[src/rtl/two_of_five_codec.sv]
module two_of_five_codec #(
  parameter bit REG_OUT = 1'b1
) (
  input  logic       clk,
  input  logic       rst_n,
  input  logic       enc_valid_in,
  input  logic [2:0] enc_data,
  output logic       enc_valid_out,
  output logic [4:0] enc_word,
  input  logic       chk_valid_in,
  input  logic [4:0] chk_word,
  output logic       chk_valid_out,
  output logic       chk_weight_err,
  output logic       chk_unused,
  output logic [2:0] chk_data
);

  logic [4:0] cw_next;
  logic [1:0] sum_lo, sum_hi;
  logic [2:0] ones;
  logic       werr_next, unused_next;
  logic [2:0] data_next, dec_idx;
  logic       dec_reserved;

  always_comb begin
    case (enc_data)
      3'd0:    cw_next = 5'b11000;
      3'd1:    cw_next = 5'b10100;
      3'd2:    cw_next = 5'b10010;
      3'd3:    cw_next = 5'b10001;
      3'd4:    cw_next = 5'b01100;
      3'd5:    cw_next = 5'b01010;
      3'd6:    cw_next = 5'b01001;
      default: cw_next = 5'b00110;
    endcase
  end

  assign sum_lo = {1'b0, chk_word[0]} + {1'b0, chk_word[1]};
  assign sum_hi = {1'b0, chk_word[2]} + {1'b0, chk_word[3]};
  assign ones   = {1'b0, sum_lo} + {1'b0, sum_hi} + {2'b00, chk_word[4]};

  always_comb begin
    dec_idx      = 3'd0;
    dec_reserved = 1'b0;
    case (chk_word)
      5'b10100: dec_idx = 3'd1;
      5'b10010: dec_idx = 3'd2;
      5'b10001: dec_idx = 3'd3;
      5'b01100: dec_idx = 3'd4;
      5'b01010: dec_idx = 3'd5;
      5'b01001: dec_idx = 3'd6;
      5'b00110: dec_idx = 3'd7;
      5'b00101, 5'b00011: dec_reserved = 1'b1;
      default: dec_idx = 3'd0;
    endcase
  end

  assign werr_next   = (ones != 3'd2);
  assign unused_next = !werr_next && dec_reserved;
  assign data_next   = (werr_next || dec_reserved) ? 3'd0 : dec_idx;

  generate
    if (REG_OUT) begin : g_reg
      always_ff @(posedge clk) begin
        if (!rst_n) begin
          enc_valid_out  <= 1'b0;
          enc_word       <= 5'd0;
          chk_valid_out  <= 1'b0;
          chk_weight_err <= 1'b0;
          chk_unused     <= 1'b0;
          chk_data       <= 3'd0;
        end else begin
          enc_valid_out <= enc_valid_in;
          chk_valid_out <= chk_valid_in;
          if (enc_valid_in) enc_word <= cw_next;
          if (chk_valid_in) begin
            chk_weight_err <= werr_next;
            chk_unused     <= unused_next;
            chk_data       <= data_next;
          end
        end
      end

      // strobes follow inputs by one cycle
      p_enc_latency_r6: assert property (@(posedge clk) disable iff (!rst_n)
        enc_valid_in |=> enc_valid_out);
      p_chk_latency_r6: assert property (@(posedge clk) disable iff (!rst_n)
        !chk_valid_in |=> !chk_valid_out);
      // flag agrees with a population count of the sampled word
      p_weight_flag_r4: assert property (@(posedge clk) disable iff (!rst_n)
        chk_valid_in |=> chk_weight_err == ($countones($past(chk_word)) != 2));
    end else begin : g_comb
      assign enc_valid_out  = enc_valid_in;
      assign enc_word       = cw_next;
      assign chk_valid_out  = chk_valid_in;
      assign chk_weight_err = werr_next;
      assign chk_unused     = unused_next;
      assign chk_data       = data_next;

      p_weight_flag_r4: assert property (@(posedge clk) disable iff (!rst_n)
        chk_valid_in |-> chk_weight_err == ($countones(chk_word) != 2));
    end
  endgenerate

  p_enc_weight_r1: assert property (@(posedge clk) disable iff (!rst_n)
    enc_valid_out |-> $countones(enc_word) == 2);
  p_enc_reserved_r3: assert property (@(posedge clk) disable iff (!rst_n)
    enc_valid_out |-> (enc_word != 5'b00101 && enc_word != 5'b00011));
  p_flags_excl_r4: assert property (@(posedge clk) disable iff (!rst_n)
    chk_valid_out |-> !(chk_weight_err && chk_unused));
  p_flag_zero_data_r5: assert property (@(posedge clk) disable iff (!rst_n)
    (chk_valid_out && (chk_weight_err || chk_unused)) |-> chk_data == 3'd0);

endmodule

[config.mk]
export PLATFORM = sky130hd
export DESIGN_NAME = two_of_five_codec
export DESIGN_NICKNAME = d
export VERILOG_FILES = /design/src/rtl/two_of_five_codec.sv
export SDC_FILE = /design/constraint.sdc
export NUM_CORES = 1
export LEC_CHECK = 0
export ABC_CLOCK_PERIOD_IN_PS = 3800
export BUFFER_PORTS_ARGS = -buffer_cell sky130_fd_sc_hd__clkbuf_2
export CORE_AREA = 10 10 52 54
export DETAILED_ROUTE_END_ITERATION = 10
export DIE_AREA = 0 0 62 64
export PLACE_DENSITY = 0.69
export SYNTH_ARGS = -nofsm -noshare
export SYNTH_HDL_FRONTEND = slang
export SYNTH_SLANG_ARGS = --single-unit
[constraint.sdc]
create_clock -name clk -period 3.8 [get_ports clk]
set_input_delay 0.19 -clock clk [delete_from_list [all_inputs] [get_ports clk]]
set_output_delay 0.19 -clock clk [all_outputs]
set_load 0.02 [all_outputs]
==> impl_metrics.toml, run 1 <==
[grt]
grt_usage = 0.0765
grt_overflow = 0
grt_antenna_before_repair = 0
grt_max_degree = 15
grt_pass1_vias = 569
grt_pass1_wl_mm = 2.47

[placed_design]
port_buffers = 23
dpl.hpwl_mm = 1.27
placedCellCount = 123
place_congestion = 0.720

[cells_and_area]
layout_commonest_cell = "clkbuf_2"
area_growth_pct = 19.7
final_nets = 122
num_antenna_cells = 0
instances_no_fill = 126
layout_common_cells = "23 x clkbuf_2, 12 x dfxtp_1, 8 x inv_1"
layout-drive-gt1-share = 0.287

[cts]
root_buffer = "clkbuf_4"
clkTransAtPathRegs_ps = 60
post_cts_buffers = 0
cts_resized = 0
cts_buffers = 3
cts_buffer_depth = 2
tritoncts = "built"
h-tree-depth = 1
clock_latency_ps = 260
clock_sinks = 12
hold_buffers = 0

[floorplanning]
io_pins = 24
core_um2 = 1710
start_util = 0.425
num_rows = 15
fp.dieW_um = 62
die_area_um2 = 3970
die_y_um = 64

[timing]
fin_crit_sh = 0.512
period_needed_ps = 1950
rsz0062_at_grt = "false"
slew_viol_final = 0
whs_ps = 183
fin_skew_ps = 0
finalSetupViolations = 0
report.final.hold_viol_count = 0
tightest_slew_ps = 436
tns_ps = 0
max_freq_ghz = 0.514
slew_headroom = 0.705

[routing]
antenna_left = 0
drt_first_pass_iters = 4
via_count = 636
via_per_inst = 5.05
wl_mm = 1.54
wl_per_cell_um = 12.2
first_iter_violations = 28
drcViolationCount = 0

[worst_setup_path]
crit_path_max_incr_delay_ps = 490
critPathLaunchType = "primary input"
crit_chain = "clkbuf_2 > inv_1 > fa_1 > fa_1 > inv_1 > ha_1 > and4b_2 > nand2_1 > nor2_1 > a32o_1"
cp.required_ps = 3960
critPathTopFamily = "adder cells"
cp_max_fo = 4
path_buf_inv = 3
crit_path_top_delay_cell = "fa_1"
arrival_ps = 2100
worstSetupPathType = "in -> reg"
cp-end-kind = "register"

[yosys]
synth_edf_count = 0
synthCells = 80
ys_seq_elements = 12
syn_area_um2 = 726
syn_nets = 99
ys.flop_type = "dfxtp_1"
ys_seq_area_frac = 0.331
avgSynthCellArea_um2 = 9.07
synth.distinct_cells = 32
ys_async_sr_fraction = 0
yosysWarnings = 0

[power_and_ir_drop]
p_per_area_nw_per_um2 = 311
p_leak_nw = 0.423
p_total_mw = 0.270
ir_worst_vdd_uv = 254

[min_path]
hold_path.class = "in -> reg"

[flow_run]
cap_violations = 0

[status]
status = "finished, final reports clean"
==> cells by family after synthesis <==
logic type | share of synthesized area
AOI/OAI and AO/OA | 0.219
xor gates and xnor gates | 0.0241
adders and majority gates | 0.141
buffers and inverters | 0.0776
DFF | 0.331
muxes | 0.0276
and+or+nand+nor | 0.179
==> where the power goes <==
part | internal, mW | switching (mW)
clock | 0.0366 | 0.0358
sequential | 0.132 | 0.00273
combinational | 0.0246 | 0.0382
==> path summary, 6_finish.rpt <==
kind	from	endpoint	slack [ps]	cells after the start
worst max-delay path	chk_word[0]	chk_data[1]	1850	10
worst min-delay path	chk_valid_in	chk_valid_out	180	2
worst max register to register	chk_unused	chk_unused	3140	2
worst min register to register	enc_word[0]	enc_word[0]	480	2
==> flip-flops by register name, indices dropped and copies added, names as in the netlist <==
| register | flops |
|---|---|
| enc_word | 5 |
| chk_data | 3 |
| chk_unused | 1 |
| chk_valid_out | 1 |
| chk_weight_err | 1 |
| enc_valid_out | 1 |
==> layer usage <==
layer	global-route usage	wire length [um]	vias up
li1	-	-	324
met4	0.00838	7	0
met2	0.114	692	17
met1	0.0981	754	293
met3	0.0395	82	2
met5	0	0	-
==> area by class of cell <==
type | instances | area [um^2]
Clock buffer | 3 | 22.5
Fill cell | 166 | 840
Inverter | 8 | 30.0
Multi-Input combinational cell | 55 | 429
Sequential cell | 12 | 240
Tap cell | 25 | 31.3
Timing Repair Buffer | 23 | 115
==> per-stage QoR <==
step	instance area [um^2]	setup WS (ps)	utilization
3_3_place_gp	846	1620	0.495
3_5_place_dp	846	1560	0.495
6_report	868	1850	0.508
5_1_grt	868	1760	0.508
2_1_floorplan	726	1790	-
4_1_cts	868	1860	0.508
==> cells in the mapped netlist (all sizes together), types with 2 or more instances <==
library cell / n / area share
nor2: 3 / 0.016
nand3: 2 / 0.014
o21ai: 6 / 0.041
and2: 2 / 0.017
nand2: 4 / 0.021
mux2i: 2 / 0.028
o211a: 2 / 0.028
a32o: 2 / 0.028
clkbuf: 4 / 0.021
fa: 2 / 0.055
nor3b: 2 / 0.021
a21oi: 5 / 0.034
ha: 5 / 0.086
inv: 8 / 0.041
dfxtp: 12 / 0.33
nor3: 2 / 0.014
nand2b: 2 / 0.017
No activity file was read; power rests on OpenSTA's default activity.
==> run 2, diff against run 1 <==
ABC_AREA = 1   (was not set)
ABC_CLOCK_PERIOD_IN_PS = 2000   (was 3800)
CORE_AREA = 10 10 51 53   (was 10 10 52 54)
DIE_AREA = 0 0 61 63   (was 0 0 62 64)
PLACE_DENSITY = 0.7   (was 0.69)
clock period = 2 ns   (was 3.8 ns; I/O delays follow)
==> impl_metrics.toml, run 2 <==
[routing]
drt_first_pass_iters = 4
first_iter_violations = 23
wl_mm = 1.59
wl_per_cell_um = 11.1
via_per_inst = 4.88
via_count = 698
antenna_left = 0
drcViolationCount = 0

[cells_and_area]
top_register = "enc_word"
layout-drive-gt1-share = 0.286
final_nets = 146
num_antenna_cells = 0
layout_commonest_cell = "clkbuf_2"
top_regs = "enc_word: 5 flops, chk_data: 3 flops"
largest_reg_flops = 5
utilization = 0.533
area_growth_pct = 24.4
layout_common_cells = "23 x clkbuf_2, 21 x nand2_1, 16 x inv_1"

[placed_design]
place_congestion = 0.814
dpl.hpwl_mm = 1.41
port_buffers = 23

[floorplanning]
num_rows = 15
io_pins = 24
die_area_um2 = 3840
fp.dieW_um = 61
core_um2 = 1650
die_y_um = 63
start_util = 0.428

[flow_run]
cap_violations = 0

[yosys]
yosys.area.top_type = "dfxtp_1"
yosysTopAreaCellShare = 0.340
synth.most_common_cell = "nand2_1"
syn_nets = 118
avgSynthCellArea_um2 = 7.14
netlist_top_cells_count = "21 x nand2_1, 16 x inv_1, 12 x dfxtp_1"
ys_seq_area_frac = 0.340
synth.distinct_cells = 17
synth_edf_count = 0
synthCells = 99
ys_seq_elements = 12
synth_area_leaders = "dfxtp_1 34%, nand2_1 11%, ha_1 8.8%"
ys.flop_type = "dfxtp_1"
yosysWarnings = 0
ys_async_sr_fraction = 0
syn_area_um2 = 707

[grt]
grt_pass1_vias = 743
grt_max_degree = 9
grt_antenna_before_repair = 0
grt_pass1_wl_mm = 2.86
grt_usage = 0.0925
grt_overflow = 0

[power_and_ir_drop]
ir_worst_vdd_uv = 282
p_per_area_nw_per_um2 = 643
p_leak_nw = 0.475

[timing]
max_freq_ghz = 0.616
report.final.hold_viol_count = 0
tns_ps = 0
finalSetupViolations = 0
tightest_slew_ps = 179
fin_crit_sh = 0.812
slew_headroom = 0.880
fin_skew_ps = 0
period_needed_ps = 1620
slew_viol_final = 0
rsz0062_at_grt = "false"

[worst_setup_path]
regToRegStartpoint = "enc_word[0]"
crit_path_max_incr_delay_ps = 490
r2r-end = "enc_word[0]"
ff2ff_path_depth = 2
cp_max_fo = 3
cpMostUsedCell = "inv_1"
crit_start = "chk_word[0]"
reg2reg_slack_ps = 1320
crit_chain = "clkbuf_2 > inv_1 > fa_1 > fa_1 > inv_1 > ha_1 > nand4_1 > inv_1 > nand2_1 > a21oi_2"
cp.required_ps = 2170
critPathLaunchType = "primary input"
crit_path_top_delay_cell = "fa_1"
worstSetupPathType = "in -> reg"
cp-end-kind = "register"
arrival_ps = 1790
cp-endpoint = "chk_unused"

[cts]
cts_buffers = 3
root_buffer = "clkbuf_4"
cts_buffer_depth = 2
clock_sinks = 12
h-tree-depth = 1
clock_latency_ps = 270
tritoncts = "built"
post_cts_buffers = 0
hold_buffers = 0
clkTransAtPathRegs_ps = 80
cts_resized = 0

[min_path]
hold_path.class = "in -> reg"

[status]
status = "finished, final reports clean"
run 2: cell count changes after synthesis, sizes merged, moves of 3 or more:
cell,delta
a21oi,+3
nand3,+3
nand2,+19
clkbuf,-4
nor2,+12
inv,+10
run 2: cells by family after synthesis:
family,synth area share
simple gates,0.292
xor+xnor,0.0124
fa+ha+maj,0.145
buf+inv,0.0956
compound gates,0.115
flops,0.340
run 2: cell type report:
| type | instances | area (um^2) |
|---|---|---|
| fillers | 167 | 772 |
| multi-input cells | 69 | 399 |
| inverters | 18 | 67.6 |
| flip-flops and latches | 12 | 240 |
| clock buffers | 4 | 36.3 |
| repair buffers | 23 | 115 |
| well taps | 17 | 21.3 |
run 2: through the flow:
| stage | hold slack [ps] | area [um^2] | instances | setup slack [ps] | power (mW) |
|---|---|---|---|---|---|
| after floorplan | 189 | 707 | 99 | 284 | 0.337 |
| after global placement | 339 | 843 | 139 | 131 | 0.381 |
| after detailed placement | 350 | 843 | 139 | 76.6 | 0.387 |
| after CTS | 68.9 | 880 | 143 | 366 | 0.575 |
| after global routing | 63.2 | 880 | 143 | 220 | 0.611 |
| final | 69.2 | 880 | 143 | 377 | 0.565 |
run 2: worst min-delay path by stage:
stage,startpoint,endpoint,slack [ps],depth (start not counted)
finish,chk_valid_in,chk_valid_out,70,3
global route,chk_valid_in,chk_valid_out,60,3
CTS,chk_valid_in,chk_valid_out,70,3
detailed placement,chk_valid_in,chk_valid_out,350,3
global placement,chk_valid_in,chk_valid_out,340,3
floorplan,enc_valid_in,enc_word[4],190,1
run 2: critical path, delay by kind of cell:
| kind | cells | cell delay, ps |
|---|---|---|
| buf+inv | 4 | 320 |
| simple gates | 2 | 240 |
| fa+ha+maj | 3 | 1080 |
| compound gates | 1 | 40 |
run 2: where the power goes:
part	internal, mW	switching, mW
combinational	0.0433	0.0784
sequential	0.251	0.00507
clock	0.110	0.0768
run 2: metal layers:
layer | vias to the layer above | GRT usage | part of all wire
li1 | 364 | - | -
met1 | 310 | 0.0815 | 0.35
met2 | 24 | 0.171 | 0.54
met3 | 0 | 0.0244 | 0.11
met4 | 0 | 0.0577 | 0
met5 | - | 0 | 0
